**config.mk**
```make
export PLATFORM = sky130hd
export DESIGN_NAME = xfer_end_term
export DESIGN_NICKNAME = d
export VERILOG_FILES = /design/src/rtl/xfer_end_pkg.sv /design/src/rtl/xfer_end_sync_edge.sv /design/src/rtl/xfer_end_fsm.sv /design/src/rtl/xfer_end_term.sv
export SDC_FILE = /design/constraint.sdc
export NUM_CORES = 1
export LEC_CHECK = 0
export BUFFER_PORTS_ARGS = -buffer_cell sky130_fd_sc_hd__buf_2
export CAP_MARGIN = 10
export CORE_UTILIZATION = 29
export CTS_CLUSTER_DIAMETER = 200
export DETAILED_ROUTE_END_ITERATION = 10
export GPL_ROUTABILITY_DRIVEN = 1
export GPL_TIMING_DRIVEN = 0
export PLACE_DENSITY_LB_ADDON = 0.25
export SLEW_MARGIN = 30
export SYNTH_ARGS = -nofsm -noshare
export SYNTH_HDL_FRONTEND = slang
export SYNTH_SLANG_ARGS = --single-unit
```
**constraint.sdc**
```tcl
create_clock -name clk -period 1.3 [get_ports clk]
set_input_delay 0.13 -clock clk [delete_from_list [all_inputs] [get_ports clk]]
set_output_delay 0.13 -clock clk [all_outputs]
set_load 0.02 [all_outputs]
```
**src/rtl/xfer_end_pkg.sv**
```systemverilog
package xfer_end_pkg;

    typedef enum logic [1:0] {
        TS_IDLE  = 2'd0,
        TS_ARMED = 2'd1,
        TS_DONE  = 2'd2
    } term_state_t;

    typedef enum logic {
        DIR_OUT = 1'b0,
        DIR_IN  = 1'b1
    } xfer_dir_t;

    function automatic logic is_set(input term_state_t s);
        return (s == TS_ARMED) || (s == TS_DONE);
    endfunction

endpackage

```
**src/rtl/xfer_end_sync_edge.sv**
```systemverilog
module xfer_end_sync_edge #(
    parameter int STAGES = 2
) (
    input  logic clk,
    input  logic rst,
    input  logic din_async,
    output logic rise
);
    localparam int LAST = STAGES - 1;

    logic [LAST:0] chain;
    logic          prev_q;

    generate
        if (STAGES == 1) begin : g_single
            always_ff @(posedge clk) begin
                if (rst) chain <= '0;
                else     chain <= din_async;
            end
        end else begin : g_multi
            always_ff @(posedge clk) begin
                if (rst) chain <= '0;
                else     chain <= {chain[LAST-1:0], din_async};
            end
        end
    endgenerate

    always_ff @(posedge clk) begin
        if (rst) prev_q <= 1'b0;
        else     prev_q <= chain[LAST];
    end

    assign rise = chain[LAST] & ~prev_q;
endmodule

```
**src/rtl/xfer_end_fsm.sv**
```systemverilog
module xfer_end_fsm
    import xfer_end_pkg::*;
(
    input  logic        clk,
    input  logic        rst,
    input  logic        clear,
    input  logic        dir_in,
    input  logic        end_rise,
    input  logic        fp_stb,
    input  logic        bp_stb,
    output term_state_t state,
    output logic        data_end
);
    term_state_t state_d;
    logic        finish;

    always_comb begin
        finish  = 1'b0;
        state_d = state;
        if (clear) begin
            state_d = TS_IDLE;
        end else begin
            unique case (state)
                TS_IDLE:  if (end_rise) state_d = TS_ARMED;
                TS_ARMED: begin
                    if (dir_in == DIR_IN) finish = fp_stb;
                    else                  finish = bp_stb;
                    if (finish) state_d = TS_DONE;
                end
                TS_DONE:  state_d = TS_DONE;
                default:  state_d = TS_IDLE;
            endcase
        end
    end

    always_ff @(posedge clk) begin
        if (rst) begin
            state    <= TS_IDLE;
            data_end <= 1'b0;
        end else begin
            state    <= state_d;
            data_end <= finish;
        end
    end
endmodule

```
**src/rtl/xfer_end_term.sv**
```systemverilog
module xfer_end_term
    import xfer_end_pkg::*;
#(
    parameter int DATA_W      = 16,
    parameter int SYNC_STAGES = 2
) (
    input  logic              clk,
    input  logic              rst,
    input  logic              dir_in,
    input  logic              end_hold_clr,
    input  logic              fifo_clr,
    input  logic              periph_end_async,
    input  logic              fp_wr_stb,
    input  logic [DATA_W-1:0] fp_data,
    input  logic              bp_wr_stb,
    input  logic              svc_poll,
    input  logic              poll_ok_native,
    input  logic              fifo_rdy_native,
    output logic              fifo_we,
    output logic [DATA_W:0]   fifo_wdata,
    output logic              poll_resp,
    output logic              fifo_rdy_out,
    output logic              data_end
);
    localparam int TAG_BIT = DATA_W;

    logic        end_rise;
    logic        clear;
    term_state_t state;
    logic        in_mode;
    logic        tag_now;
    logic        block_fp;
    logic        spoof;

    assign clear = end_hold_clr | fifo_clr;

    xfer_end_sync_edge #(.STAGES(SYNC_STAGES)) u_sync (
        .clk       (clk),
        .rst       (rst),
        .din_async (periph_end_async),
        .rise      (end_rise)
    );

    xfer_end_fsm u_fsm (
        .clk      (clk),
        .rst      (rst),
        .clear    (clear),
        .dir_in   (dir_in),
        .end_rise (end_rise),
        .fp_stb   (fp_wr_stb),
        .bp_stb   (bp_wr_stb),
        .state    (state),
        .data_end (data_end)
    );

    always_comb begin
        in_mode  = (dir_in == DIR_IN);
        tag_now  = in_mode && (state == TS_ARMED) && !clear;
        block_fp = in_mode && (state == TS_DONE);
        spoof    = !in_mode && is_set(state);
    end

    assign fifo_we                 = fp_wr_stb & ~block_fp;
    assign fifo_wdata[DATA_W-1:0]  = fp_data;
    assign fifo_wdata[TAG_BIT]     = tag_now & fp_wr_stb;
    assign poll_resp               = svc_poll & (poll_ok_native | spoof);
    assign fifo_rdy_out            = fifo_rdy_native | spoof;
endmodule

```
==> flow_summary_export.csv, run 1 <==
group,metric,value,unit
run_status,outcome,"complete, but fails checks",
run_status,failed_checks,"setup timing",
setup_path,r2r_cells,5,
worst_hold_path,min_to,"u_sync.chain[1]",
clock_network,worstSkewPairLatency,240,ps
setup_path,endpoint_kind,"primary output",
global_routing,grt_overflow,0,
placement,portBuffers,31,
placement,dp_worst_setup_slack,-151,ps
power,p_total,0.516,mW
logic_synthesis,synthCells,48,
routing,vias,443,
timing,worstMarginPinSlew,450,ps
timing,fin_crit,1530,ps
logic_synthesis,yosys.area.top_type,"dfxtp_1",
placement,place_inst,94,
timing,setup_slack,-229,ps
logic_synthesis,ys_warn_count,0,
global_routing,antenna_found_initial,0,
logic_synthesis,yosysTopAreaCellShare,0.276,
layout,layout_common_cells,"buf_2, buf_4, nand2_1, dfxtp_1",
floorplanning,rows,13,
floorplanning,die-area,1660,µm²
global_routing,grt_usage,0.108,
worst_hold_path,hold_depth,2,
timing,skew,1.28,ps
clock_network,clk_pin_slew,40,ps
logic_synthesis,seq_area_frac_synth,0.276,
setup_path,worst-setup-path-type,"register to primary output",
floorplanning,fp.coreArea,1350,µm²
logic_synthesis,synth_fp_nets,79,
timing,drv_slew,0,
layout,area_growth,68.7,%
clock_network,clock_sinks,6,
setup_path,r2r_setup_slack,140,ps
logic_synthesis,syn_avg_cell_area,9.07,µm²
routing,first_pass_iters,2,
global_routing,grt_pass1_wl,1120,µm
routing,drt-wirelength-per-cell,9.17,µm
setup_path,crit_arrival,1400,ps
placement,gp_congestion,0.703,
timing,clock.fmax,0.654,GHz
timing,rsz0062_at_grt,"yes",
timing,timing_hold_violations_final,0,
clock_network,cts_hold_buffers,0,
global_routing,grt_pass1_vias,303,
flow_run,maxCapViolations,0,
setup_path,cp.required,1170,ps
floorplanning,initial_core_util,0.323,
power,power_density,703,nW/µm²
logic_synthesis,ys_ff_latch,6,
worst_hold_path,worstHoldStart,"rst",
power,ir_drop,532,µV
global_routing,grt_start_max_net_pins,6,
clock_network,cts_root_buffer,"clkbuf_4",
routing,wl,935,µm
timing,min_period_over_period,1.18,
floorplanning,die_h,40.8,µm
layout,drive_above_1_share,0.770,
logic_synthesis,synth.area.top_cells,"dfxtp_1, buf_4, ha_1",
timing,hold-worst-slack,86.4,ps
setup_path,rr_endpoint,"u_fsm.state[0]",
routing,via_per_inst,4.34,
logic_synthesis,netlist_area,435,µm²
routing,drt_iter0_markers,2,
layout,antennaDiodeCount,0,
power,leakage,0.380,nW
clock_network,tritoncts,"yes",
layout,layout.nets,120,
setup_path,worstSetupStartpointType,"register",
clock_network,cts_buffer_depth,2,
setup_path,regToRegStartpoint,"u_fsm.state[1]",
logic_synthesis,ys_types,16,
routing,ant_nets,0,
clock_network,htree_levels,1,
layout,final_common_cell,"buf_2",
floorplanning,ios,48,
timing,max_slew_margin,0.698,
timing,fin_tns_setup,-593,ps
routing,drc,0,
floorplanning,die_w,40.8,µm
clock_network,cts_buffers,3,
setup_path,cp_max_fo,2,
timing,setup_violations,4,
layout,final_cells,102,
worst_hold_path,hold_path.class,"input port to register",
placement,dp_hpwl,691,µm
sequential cells by signal, summed over array words and instances (netlist names):
signal and count:
u_fsm.state 2, u_sync.chain 2, u_fsm.data_end 1, u_sync.prev_q 1
how the worst max path moves through the flow:
stage | from | slack, ps | cells past startpoint | end
global route | u_fsm.state[1] | -270 | 5 | fifo_rdy_out
floorplan | u_fsm.state[0] | 30 | 4 | fifo_rdy_out
detailed placement | u_fsm.state[0] | -150 | 5 | fifo_rdy_out
CTS | u_fsm.state[1] | -240 | 5 | fifo_rdy_out
global placement | u_fsm.state[0] | -130 | 5 | fifo_rdy_out
finish | u_fsm.state[1] | -230 | 5 | fifo_rdy_out
what timing repair did:
| item | CTS | global route |
|---|---|---|
| cloned | 0 | 0 |
| pin swaps | 2 | 2 |
| setup buffers | 4 | 2 |
| gates resized for setup | 15 | 2 |
| endpoints found under the setup margin | 4 | 4 |
stage by stage:
step | utilization | cell area [µm²]
3_3_place_gp | 0.453 | 612
6_report | 0.544 | 734
4_1_cts | 0.528 | 713
2_1_floorplan | - | 438
5_1_grt | 0.544 | 734
3_5_place_dp | 0.453 | 612
power by group:
group	internal, mW	switching (mW)
Combinational	0.0824	0.0728
Clock	0.104	0.0665
Sequential	0.189	0.00142
cell families after synthesis:
kind of cell,count (synthesis),share of synthesized area
simple gates,14,0.184
buf+inv,18,0.293
compound gates,3,0.0632
flops,6,0.276
fa+ha+maj,4,0.115
mux,3,0.0690
cell type report:
type | instances | area (µm²)
Multi-Input combinational cell | 24 | 231
Tap cell | 15 | 18.8
Timing Repair Buffer | 36 | 211
Clock buffer | 3 | 22.5
Inverter | 2 | 7.51
Buffer | 16 | 120
Sequential cell | 6 | 123
Fill cell | 115 | 616
metal layers:
metal,vias up,GRT usage,share of wire
met5,-,0,0
met4,0,0,0
met3,0,0.0815,0.11
met2,27,0.202,0.58
met1,196,0.0980,0.31
li1,220,-,-
cells in the mapped netlist (all sizes together):
cell type and n:
buf 16, dfxtp 6, ha 4, nand2 4, mux2i 3, nor2b 3, inv 2, nor3 2
a21boi 1, a22oi 1, and2b 1, and3b 1, nand2b 1, nand3 1, o21a 1, or2 1
worst max-delay path, cell delays in order (launching register included):
cell	delay (ps)
dfxtp_2	330
inv_2	50
ha_4	230
and2b_2	200
or2_4	220
buf_6	130
(Power assumes the default switching activity.)
==> run 2, diff against run 1 <==
--- a/config.mk
+++ b/config.mk
@@ -14,4 +14,5 @@
 export GPL_TIMING_DRIVEN = 0
 export PLACE_DENSITY_LB_ADDON = 0.25
+export REMOVE_ABC_BUFFERS = 1
 export SLEW_MARGIN = 30
 export SYNTH_ARGS = -nofsm -noshare
==> constraint.sdc (replaced) <==
create_clock -name clk -period 1.3 [get_ports clk]
set_input_delay 0.13 -clock clk [delete_from_list [all_inputs] [get_ports clk]]
set_output_delay 0.13 -clock clk [all_outputs]
set_load 0.05 [all_outputs]
==> run 2 against run 1 <==
  * The run still ends with setup timing left
  * Highest routed layer is now met4
  * Largest power group unchanged
  * Power decreased by 16%
  * Flip-flop and latch count unchanged
  * Register-to-register slack improved by 50 ps
  * Combinational power decreased by 54%
  * Wire length increased by 2.4%
  * Worst hold slack improved by 4.6 ps
  * Critical path depth unchanged
  * Critical endpoint unchanged
  * Clock skew increased by 5.1 ps
==> flow_summary_export.csv, run 2 (synthesis gave the netlist of run 1 again) <==
group,metric,value,unit
floorplanning,rows,13,
worst_hold_path,hold_depth,2,
run_status,failed_checks,"setup timing",
power,leakage,0.225,nW
clock_network,cts_hold_buffers,0,
setup_path,cp_cell_sequence,"inv_4, ha_4, and2b_2, or2_4, buf_8",
setup_path,worst-path-stages,5,
power,ir_drop,435,µV
global_routing,grt_pass1_wl,1370,µm
floorplanning,initial_core_util,0.323,
setup_path,r2r_cells,4,
layout,final_cells,67,
layout,ff_latch_area,123,µm²
run_status,outcome,"complete, but fails checks",
setup_path,r2r_setup_slack,190,ps
global_routing,grt_overflow,0,
setup_path,regToRegStartpoint,"u_fsm.state[1]",
power,p_total,0.435,mW
routing,drt-wirelength-per-cell,14.3,µm
global_routing,antenna_found_initial,0,
floorplanning,die_w,40.8,µm
global_routing,grt_usage,0.145,
layout,multi_input_area,203,µm²
routing,ant_nets,0,
timing,skew,6.40,ps
power,power_density,891,nW/µm²
placement,dp_hpwl,763,µm
layout,reg_top3,"u_fsm.state: 2 flops, u_sync.chain: 2 flops",
setup_path,endpoint_kind,"primary output",
timing,timing_hold_violations_final,0,
timing,clock.fmax,0.634,GHz
floorplanning,ios,48,
setup_path,worst-setup-path-type,"register to primary output",
routing,drc,0,
clock_network,clock_sinks,6,
routing,wl,957,µm
worst_hold_path,worstHoldStart,"rst",
timing,fin_tns_setup,-663,ps
floorplanning,fp.coreArea,1350,µm²
timing,setup_violations,4,
layout,fill_cells,151,
worst_hold_path,hold_path.class,"input port to register",
clock_network,cts_root_buffer,"clkbuf_4",
global_routing,grt_start_max_net_pins,6,
placement,portBuffers,15,
timing,rsz0062_at_grt,"yes",
setup_path,max_stage_delay,350,ps
layout,area_growth,12.1,%
clock_network,cts_buffer_depth,2,
setup_path,startpoint,"u_fsm.state[1]",
setup_path,cp.required,1170,ps
layout,drive_above_1_share,0.558,
timing,hold-worst-slack,91.0,ps
routing,via_per_inst,4.81,
placement,gp_congestion,0.703,
routing,first_pass_iters,4,
clock_network,tritoncts,"yes",
timing,max_slew_margin,0.663,
floorplanning,die-area,1660,µm²
placement,place_inst,62,
layout,final_common_cell,"buf_2",
setup_path,cp_slowest_cell,"dfxtp_2",
clock_network,clk_pin_slew,50,ps
clock_network,htree_levels,1,
layout,fin_util,0.361,
layout,layout_common_cells,"buf_2, nand2_1, buf_4, dfxtp_1",
flow_run,maxCapViolations,0,
setup_path,cp_num_buf_inv,2,
global_routing,grt_pass1_vias,313,
timing,worstMarginPinSlew,502,ps
setup_path,cp_max_fo,3,
layout,layout.nets,85,
timing,fin_crit,1580,ps
clock_network,cts_buffers,3,
setup_path,crit_arrival,1450,ps
layout,stdcell_area,488,µm²
floorplanning,die_h,40.8,µm
routing,drt_iter0_markers,8,
timing,setup_slack,-277,ps
clock_network,worstSkewPairLatency,250,ps
routing,vias,322,
placement,dp_worst_setup_slack,-234,ps
timing,drv_slew,0,
placement,place_area,409,µm²
timing,min_period_over_period,1.21,
setup_path,worstSetupStartpointType,"register",
setup_path,cp_top_family,"simple AND/OR/NAND/NOR gates",
layout,antennaDiodeCount,0,
[run 2: power by group]
group	internal (mW)	switching, mW
clock	0.105	0.0687
sequential	0.189	0.00132
combinational	0.0338	0.0377
total	0.327	0.108
[run 2: area by class of cell]
| cell class | count | area share |
|---|---|---|
| Inverter | 2 | 0.0205 |
| Sequential cell | 6 | 0.251 |
| Timing Repair Buffer | 17 | 0.228 |
| Tap cell | 15 | 0.0385 |
| Clock buffer | 3 | 0.0462 |
| Multi-Input combinational cell | 24 | 0.415 |
[run 2: worst paths after layout]
path | end
hold reg to reg | u_sync.chain[1]
hold / removal | u_sync.chain[0]
setup / recovery | fifo_rdy_out
setup reg to reg | u_fsm.state[1]
[run 2: repair_timing]
action                     in CTS  in global routing
setup endpoints to repair       4                  4
gates resized for setup        14                  1
setup buffers                   1                  1
pin swaps                       2                  0
[run 2: layer usage]
| layer | vias to the layer above | track usage | wire (µm) |
|---|---|---|---|
| met5 | - | 0.125 | 0 |
| met3 | 2 | 0.217 | 173 |
| met4 | 0 | 0.100 | 8 |
| li1 | 150 | - | - |
| met2 | 28 | 0.163 | 351 |
| met1 | 142 | 0.107 | 424 |
==> run 3, diff against run 2 <==
CORE_MARGIN = 10   (was default)
SETUP_SLACK_MARGIN = 0.5   (was default)
==> run 3 against run 2 <==
  * The run still ends with setup timing left
  * Die area is 110% higher
  * Design area rose by 12%
  * Final cell count is 1.5% higher
  * Setup slack improved by 3.1 ps
  * Register-to-register slack worse by 160 ps
  * Critical endpoint unchanged
  * Largest cell class unchanged
==> flow_summary_export.csv, run 3 (synthesis gave the netlist of run 1 again) <==
group,metric,value,unit
layout,layout_common_cells,"buf_2, nand2_1, buf_6",
setup_path,cp.required,1170,ps
floorplanning,die_w,58.8,µm
worst_hold_path,worstHoldStart,"rst",
placement,portBuffers,15,
timing,drv_slew,0,
clock_network,clock_sinks,6,
routing,wl,1080,µm
routing,via_per_inst,4.87,
placement,gp_congestion,0.656,
layout,ff_latch_area,126,µm²
floorplanning,die-area,3450,µm²
layout,layout.nets,86,
clock_network,worstSkewPairLatency,250,ps
timing,clock.fmax,0.635,GHz
floorplanning,fp.coreArea,1350,µm²
setup_path,worstSetupStartpointType,"register",
routing,drt_iter0_markers,6,
timing,fin_tns_setup,-689,ps
timing,worstMarginPinSlew,487,ps
timing,max_slew_margin,0.673,
routing,drc,0,
worst_hold_path,hold_depth,2,
setup_path,endpoint_kind,"primary output",
layout,multi_input_area,225,µm²
routing,ant_nets,0,
global_routing,grt_overflow,0,
placement,place_area,409,µm²
global_routing,grt_pass1_wl,1620,µm
routing,first_pass_iters,2,
setup_path,startpoint,"u_fsm.state[1]",
power,ir_drop,439,µV
setup_path,cp_slowest_cell,"dfxtp_2",
global_routing,antenna_found_initial,0,
timing,hold-worst-slack,87.3,ps
setup_path,worst-setup-path-type,"register to primary output",
clock_network,tritoncts,"yes",
timing,rsz0062_at_grt,"yes",
routing,vias,331,
clock_network,cts_buffers,3,
floorplanning,initial_core_util,0.323,
timing,timing_hold_violations_final,0,
timing,setup_violations,4,
layout,reg_top3,"u_fsm.state: 2 flops, u_sync.chain: 2 flops",
setup_path,cp_cell_sequence,"inv_4, ha_4, and2b_2, or2_4, buf_8",
power,power_density,810,nW/µm²
clock_network,clk_pin_slew,50,ps
timing,fin_crit,1570,ps
clock_network,cts_buffer_depth,2,
run_status,failed_checks,"setup timing",
global_routing,grt_usage,0.0660,
layout,fill_cells,145,
setup_path,rr_endpoint,"u_fsm.state[0]",
clock_network,htree_levels,1,
clock_network,cts_root_buffer,"clkbuf_4",
placement,dp_hpwl,841,µm
worst_hold_path,hold_path.class,"input port to register",
global_routing,grt_start_max_net_pins,6,
layout,antennaDiodeCount,0,
floorplanning,rows,13,
setup_path,r2r_setup_slack,30,ps
timing,setup_slack,-274,ps
setup_path,crit_arrival,1440,ps
layout,final_cells,68,
layout,final_common_cell,"buf_2",
flow_run,maxCapViolations,0,
timing,min_period_over_period,1.21,
global_routing,grt_pass1_vias,356,
setup_path,cp_max_fo,2,
layout,area_growth,25.3,%
worst_hold_path,min_to,"u_sync.prev_q",
layout,stdcell_area,546,µm²
setup_path,max_stage_delay,350,ps
placement,place_inst,62,
floorplanning,ios,48,
layout,drive_above_1_share,0.642,
routing,drt-wirelength-per-cell,15.8,µm
timing,skew,9.38,ps
power,leakage,0.237,nW
clock_network,cts_hold_buffers,0,
setup_path,regToRegStartpoint,"u_fsm.state[1]",
floorplanning,die_h,58.8,µm
setup_path,r2r_cells,6,
run_status,outcome,"complete, but fails checks",
-- run 3: how the worst max path moves through the flow --
stage / to / slack [ps] / cells past startpoint
floorplan: fifo_we / -550 / 3
global placement: fifo_rdy_out / -230 / 5
detailed placement: fifo_rdy_out / -240 / 5
CTS: fifo_rdy_out / -270 / 5
global route: fifo_rdy_out / -340 / 5
finish: fifo_rdy_out / -270 / 5
-- run 3: metrics by stage --
stage	utilization	power (mW)	worst slack, ps
6_report	0.404	0.442	-274
5_1_grt	0.404	0.481	-340
4_1_cts	0.362	0.450	-274
3_5_place_dp	0.303	0.256	-242
3_3_place_gp	0.303	0.256	-235
2_1_floorplan	-	0.230	-551
-- run 3: final cells by class --
class / count / share of cell area
multi-input combinational: 24 / 0.413
timing repair buffer: 18 / 0.257
sequential: 6 / 0.232
clock buffer: 3 / 0.0413
tap: 15 / 0.0344
inverter: 2 / 0.0229
-- run 3: timing repair --
action                                  4_1_cts  5_1_grt
resized for setup                            18       10
setup buffers                                 1        2
pin swaps                                     2        4
endpoints found under the setup margin        8        8
-- run 3: critical path: cells and delay by family, from the launching register on --
family | cells | cell delay, ps
flops | 1 | 350
buf+inv | 2 | 200
fa+ha+maj | 1 | 230
simple gates | 2 | 420
-- run 3: per-layer routing --
metal	vias to the layer above	wire, µm	global-route usage
met2	34	507	0.0856
met4	0	0	0.0197
met5	-	0	0.0476
li1	150	-	-
met1	147	307	0.0432
met3	0	259	0.112
-- run 3: report_power, final --
| group | total [mW] | internal, mW | leakage, nW | switching [mW] |
|---|---|---|---|---|
| Combinational | 0.0743 | 0.0351 | 0.173 | 0.0392 |
| Sequential | 0.188 | 0.187 | 0.0507 | 0.00170 |
| Clock | 0.179 | 0.105 | 0.0138 | 0.0743 |
| Total | 0.442 | 0.327 | 0.237 | 0.115 |
